--- src/rtl/gpio_irq_pkg.sv ---
package gpio_irq_pkg;

    // Trigger codes held per pin.
    localparam logic [2:0] TRIG_RISE = 3'd0;
    localparam logic [2:0] TRIG_FALL = 3'd1;
    localparam logic [2:0] TRIG_BOTH = 3'd2;
    localparam logic [2:0] TRIG_HIGH = 3'd3;
    localparam logic [2:0] TRIG_LOW  = 3'd4;

    // Command codes on the configuration port.
    typedef enum logic [1:0] {
        OP_SET_TRIG  = 2'd0,
        OP_PIN_EN    = 2'd1,
        OP_BANK_MASK = 2'd2,
        OP_CLEAR     = 2'd3
    } cfg_op_e;

    // Number of pins actually present in bank b.
    function automatic int bank_width(int b, int bank_w, int narrow_bank, int narrow_pins);
        return (b == narrow_bank) ? narrow_pins : bank_w;
    endfunction

    // Event decode for one pin; reserved codes yield no event.
    function automatic logic trig_hit(logic [2:0] code, logic lvl, logic prev);
        logic hit;
        case (code)
            TRIG_RISE: hit = lvl & ~prev;
            TRIG_FALL: hit = ~lvl & prev;
            TRIG_BOTH: hit = lvl ^ prev;
            TRIG_HIGH: hit = lvl;
            TRIG_LOW:  hit = ~lvl;
            default:   hit = 1'b0;
        endcase
        return hit;
    endfunction

endpackage

--- src/rtl/gpio_irq_sync.sv ---
module gpio_irq_sync #(
    parameter int W = 8
) (
    input  logic         clk,
    input  logic         rst_n,
    input  logic [W-1:0] d_i,
    output logic [W-1:0] lvl_o,
    output logic [W-1:0] prev_o
);

    typedef struct packed {
        logic [W-1:0] meta;
        logic [W-1:0] lvl;
        logic [W-1:0] prev;
    } sync_s;

    sync_s sync_d, sync_q;

    always_comb begin
        sync_d      = sync_q;
        sync_d.meta = d_i;
        sync_d.lvl  = sync_q.meta;
        sync_d.prev = sync_q.lvl;
    end

    always_ff @(posedge clk or negedge rst_n) begin
        if (!rst_n) begin
            sync_q <= '0;
        end else begin
            sync_q <= sync_d;
        end
    end

    assign lvl_o  = sync_q.lvl;
    assign prev_o = sync_q.prev;

endmodule

--- src/rtl/gpio_irq_event.sv ---
module gpio_irq_event
    import gpio_irq_pkg::*;
#(
    parameter int W = 32
) (
    input  logic [W-1:0][2:0] typ_i,
    input  logic [W-1:0]      lvl_i,
    input  logic [W-1:0]      prev_i,
    output logic [W-1:0]      evt_o
);

    for (genvar i = 0; i < W; i++) begin : g_pin
        assign evt_o[i] = trig_hit(typ_i[i], lvl_i[i], prev_i[i]);
    end

endmodule

--- src/rtl/gpio_irq_bank.sv ---
module gpio_irq_bank
    import gpio_irq_pkg::*;
#(
    parameter int BANK_W    = 32,
    parameter int PINS      = 32,
    parameter int BANK_IDX  = 0,
    parameter int BANK_BITS = 2,
    parameter int PIN_BITS  = 5
) (
    input  logic                 clk,
    input  logic                 rst_n,
    input  logic                 cfg_we,
    input  logic [1:0]           cfg_op,
    input  logic [BANK_BITS-1:0] cfg_bank,
    input  logic [PIN_BITS-1:0]  cfg_pin,
    input  logic [BANK_W-1:0]    cfg_data,
    input  logic [BANK_W-1:0]    lvl_i,
    input  logic [BANK_W-1:0]    prev_i,
    output logic [BANK_W-1:0]    pend_o,
    output logic [BANK_W-1:0]    en_o
);

    localparam logic [BANK_W-1:0] VALID_MASK = {BANK_W{1'b1}} >> (BANK_W - PINS);

    typedef struct packed {
        logic [BANK_W-1:0][2:0] typ;
        logic [BANK_W-1:0]      en;
        logic [BANK_W-1:0]      pend;
    } bank_s;

    bank_s bank_d, bank_q;

    logic [BANK_W-1:0] evt;
    logic [BANK_W-1:0] clr_vec;
    logic              hit;
    logic              pin_ok;

    gpio_irq_event #(
        .W(BANK_W)
    ) u_event (
        .typ_i (bank_q.typ),
        .lvl_i (lvl_i),
        .prev_i(prev_i),
        .evt_o (evt)
    );

    always_comb begin
        bank_d  = bank_q;
        clr_vec = '0;
        hit     = cfg_we && (int'(cfg_bank) == BANK_IDX);
        pin_ok  = int'(cfg_pin) < PINS;
        if (hit) begin
            case (cfg_op_e'(cfg_op))
                OP_SET_TRIG: begin
                    if (pin_ok) bank_d.typ[cfg_pin] = cfg_data[2:0];
                end
                OP_PIN_EN: begin
                    if (pin_ok) bank_d.en[cfg_pin] = cfg_data[0];
                end
                OP_BANK_MASK: begin
                    bank_d.en = cfg_data & VALID_MASK;
                end
                OP_CLEAR: begin
                    if (pin_ok) clr_vec[cfg_pin] = 1'b1;
                end
                default: begin
                end
            endcase
        end
        // Clear wins this cycle; new events only latch on enabled pins.
        bank_d.pend = (bank_q.pend | evt) & bank_d.en & ~clr_vec & VALID_MASK;
    end

    always_ff @(posedge clk or negedge rst_n) begin
        if (!rst_n) begin
            bank_q <= '0;
        end else begin
            bank_q <= bank_d;
        end
    end

    assign pend_o = bank_q.pend;
    assign en_o   = bank_q.en;

endmodule

--- src/rtl/gpio_irq_top.sv ---
module gpio_irq_top
    import gpio_irq_pkg::*;
#(
    parameter  int NUM_BANKS   = 4,
    parameter  int BANK_W      = 32,
    parameter  int NARROW_BANK = 1,
    parameter  int NARROW_PINS = 22,
    localparam int BANK_BITS   = (NUM_BANKS > 1) ? $clog2(NUM_BANKS) : 1,
    localparam int PIN_BITS    = (BANK_W > 1) ? $clog2(BANK_W) : 1,
    localparam int NUM_PINS    = NUM_BANKS * BANK_W - (BANK_W - NARROW_PINS)
) (
    input  logic                 clk,
    input  logic                 rst_n,
    input  logic [NUM_PINS-1:0]  pin_i,
    input  logic                 cfg_we,
    input  logic [1:0]           cfg_op,
    input  logic [BANK_BITS-1:0] cfg_bank,
    input  logic [PIN_BITS-1:0]  cfg_pin,
    input  logic [BANK_W-1:0]    cfg_data,
    input  logic                 rd_req,
    input  logic [BANK_BITS-1:0] rd_bank,
    output logic                 rd_valid_o,
    output logic [BANK_BITS-1:0] rd_bank_o,
    output logic [BANK_W-1:0]    rd_status_o,
    output logic                 irq_o
);

    function automatic int bank_base(int b);
        int s = 0;
        for (int k = 0; k < b; k++) begin
            s += bank_width(k, BANK_W, NARROW_BANK, NARROW_PINS);
        end
        return s;
    endfunction

    typedef struct packed {
        logic                 irq;
        logic                 rd_valid;
        logic [BANK_BITS-1:0] rd_bank;
        logic [BANK_W-1:0]    rd_status;
    } top_s;

    top_s top_d, top_q;

    logic [NUM_PINS-1:0]               lvl;
    logic [NUM_PINS-1:0]               prev;
    logic [NUM_BANKS-1:0][BANK_W-1:0]  pend_all;
    logic [NUM_BANKS-1:0][BANK_W-1:0]  en_all;

    gpio_irq_sync #(
        .W(NUM_PINS)
    ) u_sync (
        .clk   (clk),
        .rst_n (rst_n),
        .d_i   (pin_i),
        .lvl_o (lvl),
        .prev_o(prev)
    );

    for (genvar g = 0; g < NUM_BANKS; g++) begin : g_bank
        localparam int PINS = bank_width(g, BANK_W, NARROW_BANK, NARROW_PINS);
        localparam int BASE = bank_base(g);

        logic [BANK_W-1:0] b_lvl;
        logic [BANK_W-1:0] b_prev;

        always_comb begin
            b_lvl              = '0;
            b_prev             = '0;
            b_lvl[PINS-1:0]    = lvl[BASE +: PINS];
            b_prev[PINS-1:0]   = prev[BASE +: PINS];
        end

        gpio_irq_bank #(
            .BANK_W   (BANK_W),
            .PINS     (PINS),
            .BANK_IDX (g),
            .BANK_BITS(BANK_BITS),
            .PIN_BITS (PIN_BITS)
        ) u_bank (
            .clk     (clk),
            .rst_n   (rst_n),
            .cfg_we  (cfg_we),
            .cfg_op  (cfg_op),
            .cfg_bank(cfg_bank),
            .cfg_pin (cfg_pin),
            .cfg_data(cfg_data),
            .lvl_i   (b_lvl),
            .prev_i  (b_prev),
            .pend_o  (pend_all[g]),
            .en_o    (en_all[g])
        );
    end

    always_comb begin
        top_d          = top_q;
        top_d.irq      = |(pend_all & en_all);
        top_d.rd_valid = rd_req;
        if (rd_req) begin
            top_d.rd_bank   = rd_bank;
            top_d.rd_status = (int'(rd_bank) < NUM_BANKS) ? pend_all[rd_bank] : '0;
        end
    end

    always_ff @(posedge clk or negedge rst_n) begin
        if (!rst_n) begin
            top_q <= '0;
        end else begin
            top_q <= top_d;
        end
    end

    assign irq_o       = top_q.irq;
    assign rd_valid_o  = top_q.rd_valid;
    assign rd_bank_o   = top_q.rd_bank;
    assign rd_status_o = top_q.rd_status;

endmodule

--- config.mk ---
export PLATFORM = sky130hd
export DESIGN_NAME = gpio_irq_top
export DESIGN_NICKNAME = d
export VERILOG_FILES = /design/src/rtl/gpio_irq_pkg.sv /design/src/rtl/gpio_irq_sync.sv /design/src/rtl/gpio_irq_event.sv /design/src/rtl/gpio_irq_bank.sv /design/src/rtl/gpio_irq_top.sv
export SDC_FILE = /design/constraint.sdc
export NUM_CORES = 2
export LEC_CHECK = 0
export BUFFER_PORTS_ARGS = -buffer_cell sky130_fd_sc_hd__buf_4
export CORE_MARGIN = 2
export CORE_UTILIZATION = 30
export DETAILED_ROUTE_END_ITERATION = 10
export SETUP_SLACK_MARGIN = 0.1
export SLEW_MARGIN = 5
export SYNTH_ARGS = -nofsm -noshare
export SYNTH_HDL_FRONTEND = slang
export SYNTH_SLANG_ARGS = --single-unit
--- constraint.sdc ---
create_clock -name clk -period 1.5 [get_ports clk]
set_input_delay 0.075 -clock clk [delete_from_list [all_inputs] [get_ports clk]]
set_output_delay 0.075 -clock clk [all_outputs]
set_load 0.02 [all_outputs]
==> After elaboration in Yosys (flattened, before gate mapping) <==
Cells that the tools add are included.
{ "totals": {"inputBits": 165, "output_inout_bits": 36, "ff_bits": 1020, "word_cells": 1510} }
{ "classes": {"n_mux": 148, "eq_ne": 478, "reduce_logical": 130, "n_bitwise": 607, "order_cmp": 4} }
{ "op_table": {"columns": ["cell", "count"], "rows": [
  ["== test 3 x 2 -> 1 bit, second input constant", 236],
  ["one-hot mux 1 bit (5 select lines)", 118],
  ["bitwise mux 96 bit", 4],
  ["== test 3 x 1 -> 1 bit, second input constant", 118],
  ["== test 3 bit, second input constant", 118],
  ["logical NOT 3 bit", 118],
  ["2-to-1 mux 32 bit", 10],
  ["one-hot mux 32 bit (2 select lines)", 4],
  ["bitwise AND 1 bit", 236],
  ["inverter 1 bit", 236],
  ["bitwise AND 32 bit", 6],
  ["bitwise AND 128 bit", 1],
  ["bitwise mux 32 bit", 4],
  ["OR reduction 128 bit", 1],
  ["XOR 1 bit", 118],
  ["inverter 32 bit", 3],
  ["bitwise OR 32 bit", 3],
  ["2-to-1 mux 22 bit", 3],
  ["binary-select mux 32 bit (select 2 bit)", 1],
  ["bitwise AND 22 bit", 2],
  ["inverter 22 bit", 1],
  ["bitwise OR 22 bit", 1],
  ["demux 3 bit (select 5 bit)", 1],
  ["== test 2 bit, second input constant", 4],
  ["other kinds (12)", 20]
]} }

==> Depth between registers and ports, before layout <==
{ "depth": {"depth_word": 10, "mapped_depth": 10, "mapped_depth_nobuf": 7} }

==> Modules after synthesis <==
A second synthesis with hierarchy kept.
{ "unflattened": {"cells_unflattened": 4477, "hier_area_um2": 52429.0} }
{ "by_module_without_submodules": {"columns": ["mod", "seq_area_each_um2", "instances", "area_per_inst_um2", "cells_each"], "rows": [
  ["gpio_irq_event", 0.0, 4, 2442.3, 288],
  ["gpio_irq_sync", 8858.5, 1, 9744.3, 472],
  ["gpio_irq_bank at g_bank[3].u_bank", 4003.8, 1, 7682.4, 676],
  ["gpio_irq_bank at g_bank[0].u_bank", 4003.8, 1, 7673.6, 683],
  ["gpio_irq_bank at g_bank[2].u_bank", 4003.8, 1, 7636.1, 676],
  ["gpio_irq_bank at g_bank[1].u_bank", 3753.6, 1, 7061.8, 625],
  ["gpio_irq_top", 900.9, 1, 2861.5, 193]
]} }

==> Worst setup path before layout <==
No wires, ideal clock.
{ "synth_path": {"kind": "input-to-reg", "start": "input cfg_op[0]", "end": "register g_bank[1].u_bank.bank_q (netlist bit g_bank[1].u_bank.pend_o[15])", "setup_time_ns": 0.120, "path_stages": 9, "path_buffers": 2, "arrival_ns": 1.612, "path_slack_ns": -0.233, "required_ns": 1.380, "path_cell_list": "inv_1 ha_1 and4b_1 buf_2 and2_0 buf_2 and3_1 a311o_1 o211a_1"} }
{ "synth_lines": {"columns": ["element", "line", "source"], "rows": [
  ["from (decl)", "gpio_irq_top.sv:16", "input logic [1:0] cfg_op,"],
  ["to (signal assigned)", "gpio_irq_bank.sv:78", "bank_q <= bank_d;"],
  ["to (decl)", "gpio_irq_bank.sv:31", "bank_s bank_d, bank_q;"]
]} }

==> metrics.txt <==
status=complete, but fails checks; violated checks=hold timing, setup timing; Max-cap violations=0; first-pass GRT wire length=roughly 230,000 um; proportion of layout cells with a drive suffix above 1=46.2%; final worst slack=-227 ps; CTS tree=yes; total chip power=68.1 mW; GRT overflow=0; worst ir drop on vdd=~940 uV; Worst-Margin Slew=600 ps; initial antenna violation count=10; post-synthesis register bit count=980; unrepaired setup endpoints after global routing=yes; DR vias/cell=between 5 and 6; distinct cell type count after synthesis=51; Synth Instances=3,740; final wirelength=154,000 um; total number of vias=about 35,000; Routed Antenna Nets=0; DP HPWL=108,000 um; crit end category=register; 1st-pass router iterations=7; Final TNS setup=-6180 ps; Initial Util=30.2%; Net Count, Synth=4,145; P&R area growth vs syn=47.2%; commonest cells after routing, fill and taps aside=dfrtp_1 (902), buf_4 (828), mux2_2 (358); fin cells=6,955; FF-to-FF Start=g_bank[0].u_bank.pend_o[11]; DIE WIDTH=387 um; Pins Over Slew Limit=0; Pwr Density=1050 nW/um2; ranking of synthesized cells by area=dfrtp_1 (56%), mux2_2 (9.7%), ha_1 (6.8%); fmax=roughly 0.58 GHz; Final Hold Slack=-22.6 ps; largest net degree at the start of global routing=105; reg2reg path depth=6; Tmin final=roughly 1700 ps; Total Routing Usage GR=between 20% and 30%; Worst Setup SP=g_bank[0].u_bank.pend_o[11]; Clock transition at path regs=70 ps; die area=around 150,000 um2; CORE AREA=about 150,000 um2; CP Cell Sequence=a22o_1, a221oi_1, buf_4, nand4_1, nor4_2, nand3_1; Final Hold Viols=41; vias in the first global route=35,500; leakage power=29.9 nW; placed cells=6,400; Die Span Y=387 um; YS warnings=0; post-synthesis sequential area ratio=55.9%; count of final setup violators=89; post-synth top area share=55.9%; gpl congestion=0.949; Worst R2R Setup Slack=-230 ps; max incr delay on CP=470 ps; Final Skew=70.7 ps; clk sink count=980; clock root buffer=clkbuf_16; DR iter-0 viols=around 2,500; Max FO, Critical Path=2; crit start category=register; wire length per cell=22.1 um; Final Cycle Share=115%; Max H-tree Level=3; number of remaining DRC errors=0; PortBufs=200; clock buffer depth=3; clk_lat worst skew=about 760 ps; area leader, netlist=dfrtp_1; cts bufs inserted=~110; Critical Path Slowest Stage Cell=dfrtp_2; Min-Delay Path Class=primary input to async pin; row cnt=140; Worst slew margin=59.9%; Avg Inst Size Synth=11.7 um2; Worst EP required=2130 ps; WP data arrival=2350 ps; # diodes=0; mapped cell area=43,900 um2; io pins=201; WS Path Type=register to register; nets=5,354; most common cell after layout, fill and taps aside=dfrtp_1
registers in the layout (all words and copies together), names as in the netlist, 2 cells and up:
register / flops
g_bank.u_bank.bank_q: 354
g_bank.u_bank.en_o: 118
g_bank.u_bank.pend_o: 118
rd_bank_o: 2
rd_status_o: 32
u_sync.lvl_o: 118
u_sync.prev_o: 118
u_sync.sync_d: 118
worst max-delay path, delay by kind of cell (launching register included):
kind,cells,cell delay (ps)
AND/OR/NAND/NOR,3,450
flip-flops,1,470
buffers and inverters,1,190
AO/OA/AOI/OAI,2,480
layout make-up:
| type | count | area, um2 |
|---|---|---|
| fillers | 13200 | 80900 |
| clock buffers | 151 | 3140 |
| clock inverters | 48 | 681 |
| flip-flops and latches | 980 | 24600 |
| well taps | 1917 | 2400 |
| multi-input cells | 2369 | 21600 |
| inverters | 253 | 967 |
| repair buffers | 1237 | 11200 |
cell families (layout without fill, tap and decap cells):
family | count (synthesis) | count (layout) | synth area share (%)
AOI/OAI and AO/OA | 784 | 784 | 12.5
and+or+nand+nor | 920 | 920 | 9.52
adders and majority gates | 240 | 240 | 6.84
DFF | 980 | 980 | 55.9
muxes | 425 | 425 | 11.8
buffers and inverters | 391 | 1689 | 3.50
metrics by stage:
stage	instance area, um2	worst slack, ps	util (%)
6_report	64600	-227	44.4
4_1_cts	62800	-219	43.2
5_1_grt	64600	-286	44.4
2_1_floorplan	44200	-73.7	-
3_3_place_gp	53700	-624	36.9
3_5_place_dp	53700	-644	36.9
Yosys cell counts (all sizes together):
library cell  instances
nand2b                4
or3b                  3
and2b                 1
a221oi              125
or3                  16
mux2                378
ha                  240
a22oi                15
o211ai                4
clkbuf               99
nor4                  1
nor3b                 1
nor2b               121
a311o                 5
buf                  39
nand2               334
o31ai                 6
a211oi              309
a21oi               148
and3                  4
mux4                 37
inv                 253
dfrtp               980
and3b                 2
or2                   5
a21o                  1
and4b                 1
o21ai               124
a22o                 32
nand4b                1
and2                 20
nor2                251
nand4                 9
mux2i                10
nand3                31
o211a                15
nand3b                3
nor3                112
power by group:
part / internal (mW) / switching (mW)
Clock: 16.9 / 11.6
Combinational: 4.93 / 4.86
Sequential: 28.1 / 1.79
metal layers:
layer | vias up | routed length (um) | global-route usage, %
li1 | 15800 | - | -
met1 | 18000 | 64800 | 26.2
met2 | 1070 | 71700 | 32.1
met3 | 336 | 9780 | 3.90
met4 | 12 | 7330 | 9.27
met5 | - | 69 | 0
worst paths after layout:
kind / endpoint
max in group asynchronous: u_sync.sync_d[178]
min in group clk: g_bank[3].u_bank.en_o[18]
worst max-delay path: irq_o
worst min register to register: u_sync.lvl_o[83]
worst min-delay path: g_bank[3].u_bank.en_o[8]
worst max register to register: irq_o
what timing repair did:
action | CTS | global route
hold buffers | 269 | 0
endpoints found under the hold margin | 1345 | 0
setup endpoints to repair | 168 | 1018
setup buffers | 72 | 33
pin swaps | 329 | 113
gates resized for setup | 463 | 408
No activity file was read; power rests on OpenSTA's default activity.
